[config.mk]
export PLATFORM = sky130hd
export DESIGN_NAME = exc_frame_former
export DESIGN_NICKNAME = d
export VERILOG_FILES = /design/src/rtl/exc_cap_pkg.sv /design/src/rtl/exc_frame_shape.sv /design/src/rtl/exc_push_seq.sv /design/src/rtl/exc_return_path.sv /design/src/rtl/exc_frame_former.sv
export SDC_FILE = /design/constraint.sdc
export NUM_CORES = 1
export LEC_CHECK = 0
export ABC_AREA = 1
export BUFFER_PORTS_ARGS = -buffer_cell sky130_fd_sc_hd__buf_2
export CORE_MARGIN = 5
export CORE_UTILIZATION = 40
export CTS_CLUSTER_DIAMETER = 50
export DETAILED_ROUTE_END_ITERATION = 8
export GPL_TIMING_DRIVEN = 0
export PLACE_DENSITY = 0.68
export SKIP_LAST_GASP = 1
export SYNTH_ARGS = -nofsm -noshare
export SYNTH_HDL_FRONTEND = slang
export SYNTH_HIERARCHICAL = 1
export SYNTH_SLANG_ARGS = --single-unit
[constraint.sdc]
create_clock -name clk -period 3.71 [get_ports clk]
set_input_delay 0.1855 -clock clk [delete_from_list [all_inputs] [get_ports clk]]
set_output_delay 0.1855 -clock clk [all_outputs]
set_load 0.005 [all_outputs]
[src/rtl/exc_cap_pkg.sv]
package exc_cap_pkg;
   typedef enum logic [1:0] {
      CLS_DONE = 2'd0,
      CLS_SUSP = 2'd1,
      CLS_PART = 2'd2,
      CLS_TERM = 2'd3
   } exc_cls_t;

   typedef enum logic [1:0] {
      SQ_IDLE = 2'd0,
      SQ_PSR  = 2'd1,
      SQ_PC   = 2'd2
   } push_st_t;
endpackage

[src/rtl/exc_frame_shape.sv]
module exc_frame_shape
   import exc_cap_pkg::*;
#(
   parameter int AW        = 32,
   parameter int SW        = 16,
   parameter int CW        = 4,
   parameter int PBIT      = 10,
   parameter int UND_CAUSE = 3
) (
   input  exc_cls_t        cls,
   input  logic [CW-1:0]   cause,
   input  logic [AW-1:0]   cur_pc,
   input  logic [AW-1:0]   next_pc,
   input  logic [SW-1:0]   psr_in,
   input  logic            trace,
   output logic [AW-1:0]   save_pc,
   output logic [SW-1:0]   save_psr
);
   localparam logic [CW-1:0] UND_CODE = CW'(UND_CAUSE);

   logic p_bit;

   always_comb begin
      save_pc = cur_pc;
      p_bit   = psr_in[PBIT];
      unique case (cls)
         CLS_DONE: begin
            save_pc = next_pc;
            p_bit   = trace;
         end
         CLS_SUSP: begin
            if (cause == UND_CODE) p_bit = 1'b0;
         end
         CLS_PART: p_bit = 1'b0;
         default:  p_bit = psr_in[PBIT];
      endcase
      save_psr       = psr_in;
      save_psr[PBIT] = p_bit;
   end
endmodule

[src/rtl/exc_push_seq.sv]
module exc_push_seq
   import exc_cap_pkg::*;
#(
   parameter int AW = 32,
   parameter int SW = 16,
   parameter int CW = 4
) (
   input  logic            clk,
   input  logic            rst_n,
   input  logic            req_valid,
   input  exc_cls_t        req_class,
   input  logic [CW-1:0]   req_cause,
   input  logic [AW-1:0]   cur_pc,
   input  logic [AW-1:0]   next_pc,
   input  logic [SW-1:0]   live_psr,
   input  logic            trace_flag,
   input  logic            push_ready,
   output logic            req_ready,
   output logic            busy,
   output logic            push_valid,
   output logic            push_sel,
   output exc_cls_t        cap_class,
   output logic [CW-1:0]   cap_cause,
   output logic [AW-1:0]   cap_cur,
   output logic [AW-1:0]   cap_next,
   output logic [SW-1:0]   cap_psr,
   output logic            cap_trace
);
   push_st_t st_q, st_d;
   logic     take;

   assign take      = req_valid && (st_q == SQ_IDLE);
   assign req_ready = (st_q == SQ_IDLE);

   always_comb begin
      st_d = st_q;
      unique case (st_q)
         SQ_IDLE: if (take && req_class != CLS_TERM) st_d = SQ_PSR;
         SQ_PSR:  if (push_ready) st_d = SQ_PC;
         SQ_PC:   if (push_ready) st_d = SQ_IDLE;
         default: st_d = SQ_IDLE;
      endcase
   end

   always_ff @(posedge clk or negedge rst_n) begin
      if (!rst_n) begin
         st_q      <= SQ_IDLE;
         cap_class <= CLS_DONE;
         cap_cause <= '0;
         cap_cur   <= '0;
         cap_next  <= '0;
         cap_psr   <= '0;
         cap_trace <= 1'b0;
      end else begin
         st_q <= st_d;
         if (take) begin
            cap_class <= req_class;
            cap_cause <= req_cause;
            cap_cur   <= cur_pc;
            cap_next  <= next_pc;
            cap_psr   <= live_psr;
            cap_trace <= trace_flag;
         end
      end
   end

   assign busy       = (st_q != SQ_IDLE);
   assign push_valid = busy;
   assign push_sel   = (st_q == SQ_PC);

   p_order_r9: assert property (@(posedge clk) disable iff (!rst_n)
      push_valid && push_ready && !push_sel |=> push_valid && push_sel);

   p_done_r10: assert property (@(posedge clk) disable iff (!rst_n)
      push_valid && push_ready && push_sel |=> !busy);

   p_start_r10: assert property (@(posedge clk) disable iff (!rst_n)
      req_valid && req_ready && req_class != CLS_TERM |=> busy && !push_sel);

   p_term_r8: assert property (@(posedge clk) disable iff (!rst_n)
      req_valid && req_ready && req_class == CLS_TERM |=> !busy);

   p_ignore_r10: assert property (@(posedge clk) disable iff (!rst_n)
      busy && !(push_valid && push_ready) |=> $stable(cap_cur) && $stable(cap_class));
endmodule

[src/rtl/exc_return_path.sv]
module exc_return_path #(
   parameter int AW      = 32,
   parameter int SW      = 16,
   parameter bit REG_RET = 1'b1
) (
   input  logic          clk,
   input  logic          rst_n,
   input  logic          ret_go,
   input  logic [AW-1:0] ret_pc,
   input  logic [SW-1:0] ret_psr,
   output logic          restore_valid,
   output logic [AW-1:0] restore_pc,
   output logic [SW-1:0] restore_psr
);
   generate
      if (REG_RET) begin : g_reg
         always_ff @(posedge clk or negedge rst_n) begin
            if (!rst_n) begin
               restore_valid <= 1'b0;
               restore_pc    <= '0;
               restore_psr   <= '0;
            end else begin
               restore_valid <= ret_go;
               if (ret_go) begin
                  restore_pc  <= ret_pc;
                  restore_psr <= ret_psr;
               end
            end
         end

         p_restore_r11: assert property (@(posedge clk) disable iff (!rst_n)
            ret_go |=> restore_valid && restore_pc == $past(ret_pc)
                       && restore_psr == $past(ret_psr));
      end else begin : g_pass
         assign restore_valid = ret_go;
         assign restore_pc    = ret_pc;
         assign restore_psr   = ret_psr;
      end
   endgenerate
endmodule

[src/rtl/exc_frame_former.sv]
module exc_frame_former
   import exc_cap_pkg::*;
#(
   parameter int AW        = 32,
   parameter int SW        = 16,
   parameter int CW        = 4,
   parameter int PBIT      = 10,
   parameter int UND_CAUSE = 3,
   parameter bit REG_RET   = 1'b1,
   localparam int DW       = (AW > SW) ? AW : SW
) (
   input  logic          clk,
   input  logic          rst_n,
   input  logic          req_valid,
   output logic          req_ready,
   input  logic [1:0]    req_class,
   input  logic [CW-1:0] req_cause,
   input  logic [AW-1:0] cur_pc,
   input  logic [AW-1:0] next_pc,
   input  logic [SW-1:0] live_psr,
   input  logic          trace_flag,
   output logic          busy,
   output logic          push_valid,
   input  logic          push_ready,
   output logic          push_sel,
   output logic [DW-1:0] push_data,
   input  logic          ret_go,
   input  logic [AW-1:0] ret_pc,
   input  logic [SW-1:0] ret_psr,
   output logic          restore_valid,
   output logic [AW-1:0] restore_pc,
   output logic [SW-1:0] restore_psr
);
   generate
      if (PBIT < 0 || PBIT >= SW) begin : g_bad_pbit
         $error("PBIT must lie inside the status word");
      end
      if (CW < 1 || (UND_CAUSE >> CW) != 0) begin : g_bad_cause
         $error("UND_CAUSE must fit in CW bits");
      end
   endgenerate

   exc_cls_t        cap_class;
   logic [CW-1:0]   cap_cause;
   logic [AW-1:0]   cap_cur, cap_next, save_pc;
   logic [SW-1:0]   cap_psr, save_psr;
   logic            cap_trace;
   logic [DW-1:0]   pc_word, psr_word;

   exc_push_seq #(.AW(AW), .SW(SW), .CW(CW)) seq_i (
      .clk        (clk),
      .rst_n      (rst_n),
      .req_valid  (req_valid),
      .req_class  (exc_cls_t'(req_class)),
      .req_cause  (req_cause),
      .cur_pc     (cur_pc),
      .next_pc    (next_pc),
      .live_psr   (live_psr),
      .trace_flag (trace_flag),
      .push_ready (push_ready),
      .req_ready  (req_ready),
      .busy       (busy),
      .push_valid (push_valid),
      .push_sel   (push_sel),
      .cap_class  (cap_class),
      .cap_cause  (cap_cause),
      .cap_cur    (cap_cur),
      .cap_next   (cap_next),
      .cap_psr    (cap_psr),
      .cap_trace  (cap_trace)
   );

   exc_frame_shape #(.AW(AW), .SW(SW), .CW(CW), .PBIT(PBIT),
                     .UND_CAUSE(UND_CAUSE)) shape_i (
      .cls      (cap_class),
      .cause    (cap_cause),
      .cur_pc   (cap_cur),
      .next_pc  (cap_next),
      .psr_in   (cap_psr),
      .trace    (cap_trace),
      .save_pc  (save_pc),
      .save_psr (save_psr)
   );

   generate
      if (AW == DW) begin : g_pc_full
         assign pc_word = save_pc;
      end else begin : g_pc_pad
         assign pc_word = {{(DW-AW){1'b0}}, save_pc};
      end
      if (SW == DW) begin : g_psr_full
         assign psr_word = save_psr;
      end else begin : g_psr_pad
         assign psr_word = {{(DW-SW){1'b0}}, save_psr};
      end
   endgenerate

   assign push_data = push_sel ? pc_word : psr_word;

   exc_return_path #(.AW(AW), .SW(SW), .REG_RET(REG_RET)) ret_i (
      .clk           (clk),
      .rst_n         (rst_n),
      .ret_go        (ret_go),
      .ret_pc        (ret_pc),
      .ret_psr       (ret_psr),
      .restore_valid (restore_valid),
      .restore_pc    (restore_pc),
      .restore_psr   (restore_psr)
   );

   p_hold_r9: assert property (@(posedge clk) disable iff (!rst_n)
      push_valid && !push_ready |=> push_valid && $stable(push_data) && $stable(push_sel));

   p_pclear_r7: assert property (@(posedge clk) disable iff (!rst_n)
      push_valid && !push_sel && cap_class == CLS_PART |-> push_data[PBIT] == 1'b0);

   p_donepc_r2: assert property (@(posedge clk) disable iff (!rst_n)
      push_valid && push_sel && cap_class == CLS_DONE |-> push_data[AW-1:0] == cap_next);
endmodule

==> flow_summary_export.csv <==
group,metric,value,unit
run_status,status,"complete, no violations",
worst_setup_path,timing.critical_path.from_type,"register",
power_and_ir_drop,leakage,0.005350,µW
worst_setup_path,timing.critical_path.slowest_stage_cell,"sky130_fd_sc_hd__dfrtp_1",
sta,report.final.hold_viol_count,0,
synthesis,post_synth_simple_gate_area,34.61,%
route,route.detailed.wl_per_inst,15.06,µm
placed_design,detailed_place.area,7767,µm²
synthesis,synth_seq_area_share,54.41,%
power_and_ir_drop,total_power,6386,µW
worst_setup_path,path_buf_inv,3,
cts,tritoncts,"built",
power_and_ir_drop,intPower,4136,µW
power_and_ir_drop,clock_power_share,28.4,%
cts,clock_transition_at_the_register_clock_pins_on_the_worst_setup_and_hold_paths_after_cts,0.06,ns
synthesis,synth-compound-area-share,2.523,%
worst_setup_path,critPathArrivalTime,1.81,ns
grt,first_global_vias,6527,
route,drc,0,
route,firstDrtPassIters,5,
worst_setup_path,critical-path-max-stage-delay,0.50,ns
placed_design,place_congestion,0.8415,
final_layout,antenna_cells,0,
synthesis,synth_ff_type,"sky130_fd_sc_hd__dfrtp_1",
cts,cts-buffers-inserted,17,
worst_setup_path,cp_common_cell,"sky130_fd_sc_hd__nand2_1",
route,detail_route.iter0.violations,262,
floorplanning,dieArea,18490,µm²
power_and_ir_drop,comb_power_share,35.6,%
route,routed-via-count,6417,
synthesis,synthArstFlopShare,100.0,%
floorplanning,core_area,15710,µm²
sta,fin_worst_skew,0.007322,ns
cts,clk_path_buf_depth,2,
synthesis,post_synth_inst_count,815,
grt,number_of_antenna_violations_at_the_first_check_in_global_routing,3,
final_layout,flow.area_growth_from_synthesis,46.11,%
final_layout,fill_cells,1427,
worst_setup_path,critical_path_fanouts_max,10,
synthesis,warning_count_from_the_yosys_run,6,
floorplanning,number_of_top_level_pins,225,
synthesis,synth_top_family_by_area,"simple AND/OR/NAND/NOR gates",
grt,grt_use_total,23.03,%
synthesis,synthesis.nets,955,
route,routed_via_density,4.674,
sta,max_freq,502.3,MHz
worst_setup_path,worst_path_dominant_cell_family,"flip-flops",
sta,timing.final.crit_share,53.66,%
route,ant_nets,0,
final_layout,layout-drive-gt1-share,26.97,%
synthesis,synth_enable_flop_cells,0,
sta,grt_setup_unrepaired,"false",
sta,setup_tns,0,ns
synthesis,synth.ff_latch_count,138,
min_path,hold_path.class,"input pin to register",
synthesis,synth.top_cells.by_area,"sky130_fd_sc_hd__dfrtp_1 (54%), sky130_fd_sc_hd__nand2_1 (27%), sky130_fd_sc_hd__nand3_1 (7.2%)",
worst_setup_path,category_of_the_worst_setup_path_capture_point,"output port",
cts,cts_root_buffer,"sky130_fd_sc_hd__clkbuf_16",
sta,slew_headroom,61.37,%
worst_setup_path,worst-setup-path-type,"register to output port",
synthesis,synth.most_common_cell,"sky130_fd_sc_hd__nand2_1",
floorplanning,initial_utilization,40.40,%
final_layout,sequential_cell_area,3453,µm²
cts,cts_post_setup_buffers_inserted,0,
synthesis,synth_xor_xnor_area_share,0,%
cts,htreeDepth,4,
placed_design,placement.setup.worst_slack,2.145,ns
power_and_ir_drop,power_switching_share,35.23,%
route,wl,20680,µm
sta,setup-violations-final,0,
synthesis,synth.avg_cell_area,7.788,µm²
synthesis,synth_largest_area_cell,"sky130_fd_sc_hd__dfrtp_1",
sta,finalHoldWorstSlack,0.02479,ns
power_and_ir_drop,vdd.ir_drop.worst,0.0002865,V
floorplanning,die_width,136.0,µm
synthesis,distinct_cell_type_count_after_synthesis,14,
sta,tightestPinTransition,0.5795,ns
power_and_ir_drop,power_density,688.6,nW/µm²
power_and_ir_drop,sequentialPowerShare,36.0,%
final_layout,postLayoutCellArea,9274,µm²
synthesis,synth_adder_area_share,0,%
job,max_cap_viol_count,0,
final_layout,final_nets,1285,
cts,cts_sinks,138,
sta,minimum_clock_period_after_layout,1.991,ns
grt,first_pass_grt_wire_length,33100,µm
cts,clk_latency,0.41,ns
power_and_ir_drop,p_sw,2250,µW
synthesis,synth.top_cells.by_count,"sky130_fd_sc_hd__nand2_1 (455), sky130_fd_sc_hd__dfrtp_1 (138), sky130_fd_sc_hd__nand3_1 (91), sky130_fd_sc_hd__o21ai_0 (32), sky130_fd_sc_hd__buf_4 (26)",
grt,largest_net_degree_at_the_start_of_global_routing,95,
final_layout,multi_input_area,2357,µm²
synthesis,synth_top_area_share,54.41,%
placed_design,placement.io_buffers,223,
sta,maxSlewViolCount,0,
synthesis,muxShareOfSynthArea,0,%
worst_setup_path,path_cells,"nor2_4, buf_6, nand2_1, nand2_1, buf_4, nand2_1, nand2_1, buf_2",
floorplanning,core.rowCount,46,
placed_design,dp.final_hpwl,14180,µm
worst_setup_path,cp.required,3.52,ns
grt,grt.overflow.total,0,
sta,timing.final.ws_setup,1.719,ns
floorplanning,die_height,136.0,µm
synthesis,synth.cell_area,6347,µm²
[area by class of cell]
type                            instances  share of cell area, %
Buffer                                 69                  4.749
Clock buffer                           20                  5.032
Clock inverter                         11                  1.821
Inverter                               25                  1.039
Multi-Input combinational cell        583                  25.42
Sequential cell                       138                  37.24
Tap cell                              216                  2.914
Timing Repair Buffer                  311                  21.79
[flip-flops by register name (all words and copies together) (netlist names)]
register             cells
seq_i/cap_psr           16
seq_i/cap_next          32
seq_i/st_q               2
seq_i/cap_trace          1
ret_i/restore_pc        32
ret_i/restore_psr       16
seq_i/cap_cause          4
seq_i/cap_cur           32
ret_i/restore_valid      1
seq_i/cap_class          2
[cell usage in the layout, fill, tap and decap left out, drive strengths merged]
cell type and instances:
nand2 455, buf 274, dfrtp 138, nand3 91, dlygate4sd3 87, clkbuf 39, o21ai 32, inv 25
nor2 5, bufinv 4, clkinvlp 4, clkinv 3
[routing by layer]
metal  vias up  global-route usage, %  wire [µm]
met4         6                  8.063        437
met1      2948                  28.82       8641
met2       270                  37.75       9754
met5         -                      0         32
li1       3157                      -          -
met3        36                  7.328       1814
[timing repair]
item / CTS / global route
endpoints found under the hold margin: 130 / 0
hold buffers: 87 / 0
resized for setup: 0 / 0
[power by group through the flow]
stage | clock network (µW) | registers [µW] | logic, µW
finish | 1810 | 2300 | 2270
global route | 1910 | 2370 | 2590
CTS | 1860 | 2300 | 2280
detailed placement | 0 | 2320 | 2210
global placement | 0 | 2310 | 2170
floorplan | 0 | 2260 | 1460
[worst register-to-register path: stages, from the launching register on]
cell and delay [ns]:
sky130_fd_sc_hd__dfrtp_1 0.43, sky130_fd_sc_hd__nor2_4 0.25, sky130_fd_sc_hd__clkbuf_1 0.44, sky130_fd_sc_hd__nand3_1 0.22, sky130_fd_sc_hd__nand2_1 0.12
[worst paths after layout]
path,start,endpoint,slack [ns],cells past startpoint
worst max-delay path,seq_i/cap_class[1]$_DFFE_PN0P_,push_data[10],1.72,8
worst min-delay path,live_psr[8],seq_i/cap_psr[8]$_DFFE_PN0P_,0.02,3
worst max register to register,seq_i/st_q[0]$_DFFE_PN0P_,seq_i/cap_next[10]$_DFFE_PN0P_,2.19,4
worst min register to register,ret_i/restore_pc[22]$_DFFE_PN0P_,ret_i/restore_pc[22]$_DFFE_PN0P_,0.46,2
max in group asynchronous,rst_n,ret_i/restore_pc[27]$_DFFE_PN0P_,2.62,3
min in group asynchronous,rst_n,seq_i/cap_next[18]$_DFFE_PN0P_,0.27,2
[logic make-up after synthesis]
logic type / count (synthesis)
AO/OA/AOI/OAI: 32
AND/OR/NAND/NOR: 551
flip-flops: 138
buffers and inverters: 94
[per-stage QoR]
stage,util [%],std cells
6_report,59.02,1373
5_1_grt,59.02,1373
4_1_cts,59.02,1373
3_5_place_dp,49.43,1255
3_3_place_gp,49.22,1254
2_1_floorplan,-,815
No activity file was read; power rests on OpenSTA's default activity.
